File: src/rtl/hcs_pkg.sv
package hcs_pkg;
   typedef enum logic [1:0] {
      PIX_FULL = 2'b00,
      PIX_HALF = 2'b01,
      PIX_EXT  = 2'b10
   } hcs_pix_e;

   localparam int PIX_SEL_W = $bits(hcs_pix_e);
   localparam int SYNC_MIN  = 2;
   localparam int SYNC_MAX  = 8;
endpackage

File: src/rtl/hcs_sync.sv
module hcs_sync #(
   parameter int STAGES  = 2,
   parameter bit RST_VAL = 1'b0
) (
   input  logic clk,
   input  logic rst_n,
   input  logic d,
   output logic q
);
   logic [STAGES-1:0] chain;

   genvar gi;
   generate
      for (gi = 0; gi < STAGES; gi++) begin : g_stage
         if (gi == 0) begin : g_first
            always_ff @(posedge clk or negedge rst_n) begin
               if (!rst_n) chain[0] <= RST_VAL;
               else        chain[0] <= d;
            end
         end else begin : g_next
            always_ff @(posedge clk or negedge rst_n) begin
               if (!rst_n) chain[gi] <= RST_VAL;
               else        chain[gi] <= chain[gi-1];
            end
         end
      end
   endgenerate

   assign q = chain[STAGES-1];
endmodule

File: src/rtl/hcs_level.sv
module hcs_level (
   input  logic pad_sync,
   input  logic force_hi,
   input  logic invert,
   output logic level
);
   logic pre_pol;

   always_comb begin
      pre_pol = force_hi | pad_sync;
      level   = pre_pol ^ invert;
   end
endmodule

File: src/rtl/hcs_pix_mux.sv
module hcs_pix_mux
   import hcs_pkg::*;
(
   input  logic                 clk,
   input  logic                 rst_n,
   input  logic                 level,
   input  logic                 ext_rgb,
   output logic                 flag_q,
   output logic [PIX_SEL_W-1:0] sel_q
);
   hcs_pix_e sel_d;

   always_comb begin
      if (ext_rgb)    sel_d = PIX_EXT;
      else if (level) sel_d = PIX_HALF;
      else            sel_d = PIX_FULL;
   end

   always_ff @(posedge clk or negedge rst_n) begin
      if (!rst_n) begin
         flag_q <= 1'b0;
         sel_q  <= PIX_FULL;
      end else begin
         flag_q <= level;
         sel_q  <= sel_d;
      end
   end
endmodule

File: src/rtl/hcs_pin_share.sv
module hcs_pin_share (
   input  logic func_owns,
   input  logic dir_out,
   input  logic dat,
   output logic oe,
   output logic dout
);
   always_comb begin
      oe   = dir_out & ~func_owns;
      dout = func_owns ? 1'b0 : dat;
   end
endmodule

File: src/rtl/hcs_switch.sv
module hcs_switch
   import hcs_pkg::*;
#(
   parameter int SYNC_STAGES = 2,
   parameter bit PAD_RST_VAL = 1'b0
) (
   input  logic                 clk,
   input  logic                 rst_n,
   input  logic                 hcs_pad_i,
   input  logic                 hc_sel,
   input  logic                 hc_force,
   input  logic                 hc_pol,
   input  logic                 fblank,
   input  logic                 port_dir,
   input  logic                 port_dat,
   output logic                 pad_oe,
   output logic                 pad_out,
   output logic                 hc_active,
   output logic [PIX_SEL_W-1:0] pix_sel
);
   generate
      if (SYNC_STAGES < SYNC_MIN || SYNC_STAGES > SYNC_MAX) begin : g_bad_sync
         $error("hcs_switch: SYNC_STAGES out of range");
      end
   endgenerate

   logic pad_s;
   logic hc_lvl;

   hcs_sync #(
      .STAGES  (SYNC_STAGES),
      .RST_VAL (PAD_RST_VAL)
   ) u_sync (
      .clk   (clk),
      .rst_n (rst_n),
      .d     (hcs_pad_i),
      .q     (pad_s)
   );

   hcs_level u_level (
      .pad_sync (pad_s),
      .force_hi (hc_force),
      .invert   (hc_pol),
      .level    (hc_lvl)
   );

   hcs_pix_mux u_mux (
      .clk     (clk),
      .rst_n   (rst_n),
      .level   (hc_lvl),
      .ext_rgb (fblank),
      .flag_q  (hc_active),
      .sel_q   (pix_sel)
   );

   hcs_pin_share u_pin (
      .func_owns (hc_sel),
      .dir_out   (port_dir),
      .dat       (port_dat),
      .oe        (pad_oe),
      .dout      (pad_out)
   );
endmodule

File: config.mk
export PLATFORM = sky130hd
export DESIGN_NAME = hcs_switch
export DESIGN_NICKNAME = d
export VERILOG_FILES = /design/src/rtl/hcs_pkg.sv /design/src/rtl/hcs_sync.sv /design/src/rtl/hcs_level.sv /design/src/rtl/hcs_pix_mux.sv /design/src/rtl/hcs_pin_share.sv /design/src/rtl/hcs_switch.sv
export SDC_FILE = /design/constraint.sdc
export NUM_CORES = 1
export LEC_CHECK = 0
export BUFFER_PORTS_ARGS = -buffer_cell sky130_fd_sc_hd__buf_2
export CAP_MARGIN = 20
export CORE_AREA = 2 2 39 41
export DETAILED_ROUTE_END_ITERATION = 16
export DIE_AREA = 0 0 41 43
export REMOVE_ABC_BUFFERS = 1
export SYNTH_ARGS = -nofsm -noshare
export SYNTH_HDL_FRONTEND = slang
export SYNTH_SLANG_ARGS = --single-unit
File: constraint.sdc
create_clock -name clk -period 1 [get_ports clk]
set_input_delay 0.25 -clock clk [delete_from_list [all_inputs] [get_ports clk]]
set_output_delay 0.25 -clock clk [all_outputs]
set_load 0.01 [all_outputs]
==> results.py, run 1 <==
metrics = {
    "global_routing": {
        "grt_pass1_vias": 136,
        "grt_antenna_before_repair": 0,
        "grt-ovfl-total": 0,
        "grt_first_pass_wirelength_um": 517,
        "grt_use_total_pct": 5.645,
        "grt_max_degree": 6,
    },
    "yosys": {
        "yosys.area_share.simple_pct": 19.08,
        "synth_area_um2": 163.9,
        "synth_top_area_cell": "dfrtp_1",
        "ys_top_cells_by_area": "dfrtp_1 (76%), nor2b_1 (7.6%), nor3_2 (6.1%)",
        "ys_ff_latch": 5,
        "synth_fa_ha_area_share_pct": 0,
        "synth_top_cell_area_share_pct": 76.34,
        "syn_inst": 11,
        "yosys_warnings": 0,
        "synth_cell_types": 6,
        "synth_compound_area_share_pct": 4.580,
        "synth_top_family_by_area": "simple AND/OR/NAND/NOR gates",
        "muxShareOfSynthArea_pct": 0,
        "avgSynthCellArea_um2": 14.90,
        "synth_xor_xnor_area_share_pct": 0,
        "ys_seq_area_share_pct": 76.34,
    },
    "clock_network": {
        "cts_made_buffers": 3,
        "ctsResizeCount": 0,
        "cts_setup_buffers": 0,
        "clkTransAtPathRegs_ps": 40,
        "clockBufferDepth": 2,
        "cts_tree": "built",
        "clock_latency_ps": 230,
        "cts.sinks": 5,
        "cts-root-buf": "clkbuf_4",
        "htreeDepth": 1,
    },
    "timing": {
        "finalSetupTns_ps": 0,
        "fmax_mhz": 1032,
        "tightest_slew_ps": 282.3,
        "holdWs_ps": 119.6,
        "setup_ws_ps": 31.43,
        "fin_crit_ps": 968.6,
        "setup_violations": 0,
        "fin_skew_ps": 0.2595,
        "rsz0062_at_grt": "true",
        "maxSlewHeadroom_pct": 81.04,
        "slew_viol_final": 0,
        "fin_crit_sh_pct": 96.86,
        "hold_violations": 0,
    },
    "hold_path": {
        "hp-class": "in2reg",
        "hold_depth": 1,
        "min_from": "hcs_pad_i",
        "whs_endpoint": "u_sync.chain[0]$_DFF_PN0_",
    },
    "worst_setup_path": {
        "reg2reg_depth": 2,
        "critical_path_depth": 1,
        "r2r_slack_ps": 170,
        "crit_type": "reg2out",
        "rr_startpoint": "u_sync.q$_DFF_PN0_",
        "rr_endpoint": "u_mux.flag_q$_DFF_PN0_",
        "crit_buf_inv": 1,
        "critPathRequiredTime_ps": 750,
        "crit_slowest_cell": "dfrtp_1",
        "path_delay_family": "flip-flops",
        "cp.arrival_ps": 720,
        "crit_chain": "buf_2",
        "max_stage_delay_ps": 350,
        "cp-start-kind": "flip-flop",
        "critPathMaxFanout": 1,
        "endpoint_kind": "output pin",
    },
    "pwr": {
        "power_density_nw_per_um2": 1740,
        "power.leakage_nw": 0.1427,
        "peakVddDrop_uv": 475.0,
        "report.power.total_mw": 0.4964,
    },
    "detailed_routing": {
        "firstDrtPassIters": 2,
        "routed_wl_um": 375,
        "initialDrtViolationCount": 3,
        "vias": 146,
        "wl_per_cell_um": 8.333,
        "post_drt_via_cell_ratio": 3.244,
        "postRouteAntennaNets": 0,
        "drc": 0,
    },
    "final_layout": {
        "area_growth_pct": 74.05,
        "final_cell_area_um2": 285.3,
        "drive_gt1_share_pct": 58.62,
        "fin_util_pct": 20.61,
        "layout_common_cells": "buf_2 (13), dfrtp_1 (5), clkbuf_4 (3)",
        "final_nets": 39,
        "fill_cells": 145,
        "final_common_cell": "buf_2",
        "antenna_cells": 0,
        "fin_cells": 45,
    },
    "placement": {
        "place_inst": 40,
        "placement.cell_area_um2": 249.0,
        "post-place-ws_ps": 148.4,
        "port_buffers": 13,
        "place.gp.congestion": 0.5847,
    },
    "floorplan": {
        "die_w_um": 41,
        "start_util_pct": 11.84,
        "num_rows": 14,
        "coreArea_um2": 1384,
        "fp.dieH_um": 43,
        "ioPinCount": 14,
        "dieArea_um2": 1763,
    },
    "job": {
        "cap_violations": 0,
    },
    "outcome": {
        "status": "finished, final reports clean",
    },
}
==> final cells by class <==
type	instances	area [um^2]	share of cell area [%]
Sequential cell	5	125.1	43.86
Multi-Input combinational cell	6	38.79	13.60
Clock buffer	4	26.28	9.211
Tap cell	16	20.02	7.018
Timing Repair Buffer	14	75.07	26.32
==> timing repair <==
| item | CTS | global route |
|---|---|---|
| endpoints found under the hold margin | 5 | 0 |
| endpoints found under the setup margin | 0 | 1 |
| hold buffers | 1 | 0 |
==> state kept, by name (all words and copies together), names as in the netlist <==
register / cells
u_sync.chain: 1
u_sync.q: 1
u_mux.sel_q: 2
u_mux.flag_q: 1
==> metal layers <==
layer	wire, um	vias up	track usage [%]
met2	105	14	5.000
met1	201	60	6.189
li1	-	72	-
met4	0	0	4.000
met5	0	-	0
met3	69	0	7.853
==> synthesized netlist by cell type <==
cell	number
dfrtp_1	5
nor2_1	1
nor2b_1	2
nor3_1	1
nor3_2	1
o21a_1	1
==> worst max-delay path by stage <==
stage | start | to | slack (ps)
2_1_floorplan | u_sync.q$_DFF_PN0_ | u_mux.flag_q$_DFF_PN0_ | 210
3_3_place_gp | port_dir | pad_oe | 150
3_5_place_dp | port_dir | pad_oe | 150
4_1_cts | u_mux.flag_q$_DFF_PN0_ | hc_active | 10
5_1_grt | u_mux.sel_q[1]$_DFF_PN0_ | pix_sel[1] | -3
6_report | u_mux.sel_q[1]$_DFF_PN0_ | pix_sel[1] | 30
==> where the power goes <==
| group | total (mW) | switching (mW) | internal, mW |
|---|---|---|---|
| Combinational | 0.0548 | 0.0264 | 0.0284 |
| Sequential | 0.218 | 0.00320 | 0.215 |
| Clock | 0.223 | 0.0730 | 0.150 |
| Total | 0.496 | 0.103 | 0.394 |
==> cells by family (layout without fill, tap and decap cells) <==
logic type,after synthesis,count (layout)
AND/OR/NAND/NOR,5,5
buffers and inverters,0,18
AO/OA/AOI/OAI,1,1
flip-flops,5,5
Power figures use the tool's default switching activity.
==> run 2, diff against run 1 <==
==> constraint.sdc (replaced) <==
create_clock -name clk -period 1 [get_ports clk]
set_input_delay 0.2 -clock clk [delete_from_list [all_inputs] [get_ports clk]]
set_output_delay 0.2 -clock clk [all_outputs]
set_load 0.01 [all_outputs]
==> run 2 against run 1 <==
- fmax up 5.5%
- clock power rose by 3%
- die area did not move
- largest power group unchanged
- clock-buffer cell count unchanged
- total power rose by 0.93%
- final area is the same
- worst setup slack better by 51 ps
- critical path depth stayed put
- register-to-register slack about the same
- flip-flop and latch count stayed put
- routed wire length increased by 2.7%
- sequential power hardly changed
==> results.py, run 2 (synthesis gave the netlist of run 1 again) <==
metrics = {
    "global_routing": {
        "grt-ovfl-total": 0,
        "grt_antenna_before_repair": 0,
        "grt_pass1_vias": 136,
        "grt_first_pass_wirelength_um": 538,
        "grt_use_total_pct": 5.847,
        "grt_max_degree": 6,
    },
    "timing": {
        "maxSlewHeadroom_pct": 80.82,
        "fin_skew_ps": 1.981,
        "fmax_mhz": 1089,
        "finalSetupTns_ps": 0,
        "tightest_slew_ps": 285.4,
        "hold_violations": 0,
        "fin_crit_sh_pct": 91.80,
        "setup_violations": 0,
        "fin_crit_ps": 918.0,
        "rsz0062_at_grt": "false",
        "slew_viol_final": 0,
    },
    "worst_setup_path": {
        "crit_buf_inv": 1,
        "crit_slowest_cell": "dfrtp_1",
        "crit_type": "reg2out",
        "max_stage_delay_ps": 350,
        "cp-start-kind": "flip-flop",
        "crit_chain": "buf_2",
        "critPathRequiredTime_ps": 800,
        "endpoint_kind": "output pin",
        "cp.arrival_ps": 720,
        "critPathMaxFanout": 1,
        "path_delay_family": "flip-flops",
    },
    "final_layout": {
        "final_common_cell": "buf_2",
        "layout_common_cells": "buf_2 (13), dfrtp_1 (5), clkbuf_4 (3)",
        "largest_register": "u_mux.sel_q",
        "multiInputGateArea_um2": 38.79,
        "drive_gt1_share_pct": 58.62,
        "area_growth_pct": 74.05,
        "seq_area_um2": 125.1,
        "largest_reg_flops": 2,
        "antenna_cells": 0,
        "final_nets": 39,
        "final_cell_area_um2": 285.3,
        "fill_cells": 160,
    },
    "placement": {
        "placement.cell_area_um2": 249.0,
        "place.gp.congestion": 0.6057,
        "port_buffers": 13,
    },
    "pwr": {
        "power_density_nw_per_um2": 1756,
        "swShare_pct": 21.34,
        "peakVddDrop_uv": 753.0,
        "internal_power_mw": 0.3940,
        "pwr-share-seq_pct": 43.6,
        "clkPwrFrac_pct": 45.7,
        "p_comb_share_pct": 10.7,
        "p_sw_mw": 0.1069,
        "power.leakage_nw": 0.1427,
    },
    "detailed_routing": {
        "drc": 0,
        "post_drt_via_cell_ratio": 3.311,
        "vias": 149,
        "firstDrtPassIters": 2,
        "routed_wl_um": 385,
        "initialDrtViolationCount": 1,
        "postRouteAntennaNets": 0,
        "wl_per_cell_um": 8.556,
    },
    "outcome": {
        "status": "finished, final reports clean",
    },
    "clock_network": {
        "cts_tree": "built",
        "clockBufferDepth": 2,
        "cts_made_buffers": 3,
        "clkTransAtPathRegs_ps": 40,
        "cts-root-buf": "clkbuf_4",
        "cts.sinks": 5,
        "htreeDepth": 1,
        "ctsResizeCount": 0,
        "cts_setup_buffers": 0,
        "clock_latency_ps": 240,
    },
    "floorplan": {
        "ioPinCount": 14,
        "start_util_pct": 11.84,
        "die_w_um": 41,
        "coreArea_um2": 1384,
        "fp.dieH_um": 43,
        "dieArea_um2": 1763,
        "num_rows": 14,
    },
    "hold_path": {
        "hp-class": "in2reg",
    },
    "job": {
        "cap_violations": 0,
    },
}
-- run 2: final cells by class --
type	instances	share of cell area, %
Sequential cell	5	43.86
Timing Repair Buffer	14	26.32
Multi-Input combinational cell	6	13.60
Clock buffer	4	9.211
Tap cell	16	7.018
-- run 2: repair_timing --
action	4_1_cts	5_1_grt
setup endpoints to repair	0	0
endpoints found under the hold margin	5	0
hold buffers	1	0
-- run 2: power by group through the flow --
stage	clock, mW	combinational [mW]	sequential [mW]
global route	0.258	0.0615	0.219
global placement	0	0.0523	0.221
detailed placement	0	0.0523	0.221
finish	0.229	0.0538	0.218
CTS	0.243	0.0552	0.218
floorplan	0	0.0135	0.226
-- run 2: worst reg2reg max path, stage by stage, from the launching register on --
cell and delay, ps:
dfrtp_1 370, nor3_1 280, nor2_1 70
-- run 2: per-stage QoR --
| step | utilization [%] | hold WS (ps) | worst slack (ps) | power (mW) | std cells |
|---|---|---|---|---|---|
| 6_report | 20.61 | 66.42 | 82.05 | 0.5010 | 45 |
| 5_1_grt | 20.61 | 54.83 | 43.84 | 0.5391 | 45 |
| 4_1_cts | 20.61 | 55.73 | 68.84 | 0.5162 | 45 |
| 3_5_place_dp | 17.99 | 19.43 | 159.9 | 0.2734 | 40 |
| 3_3_place_gp | 17.99 | 17.54 | 197.7 | 0.2729 | 40 |
| 2_1_floorplan | - | -95.59 | 213.5 | 0.2392 | 11 |
-- run 2: path summary, 6_finish.rpt --
check,startpoint,end,slack (ps),depth (start not counted)
setup reg to reg,u_sync.q$_DFF_PN0_,u_mux.flag_q$_DFF_PN0_,160,2
setup / recovery,u_mux.sel_q[0]$_DFF_PN0_,pix_sel[0],80,1
max in group asynchronous,rst_n,u_sync.q$_DFF_PN0_,570,2
hold / removal,hcs_pad_i,u_sync.chain[0]$_DFF_PN0_,70,1
min in group asynchronous,rst_n,u_mux.flag_q$_DFF_PN0_,300,2
hold reg to reg,u_sync.chain[0]$_DFF_PN0_,u_sync.q$_DFF_PN0_,350,0
-- run 2: layer usage --
metal,part of all wire (%),GRT usage [%]
met5,0,0
met4,0,2.000
met3,31,10.99
met2,28,4.688
met1,41,6.189
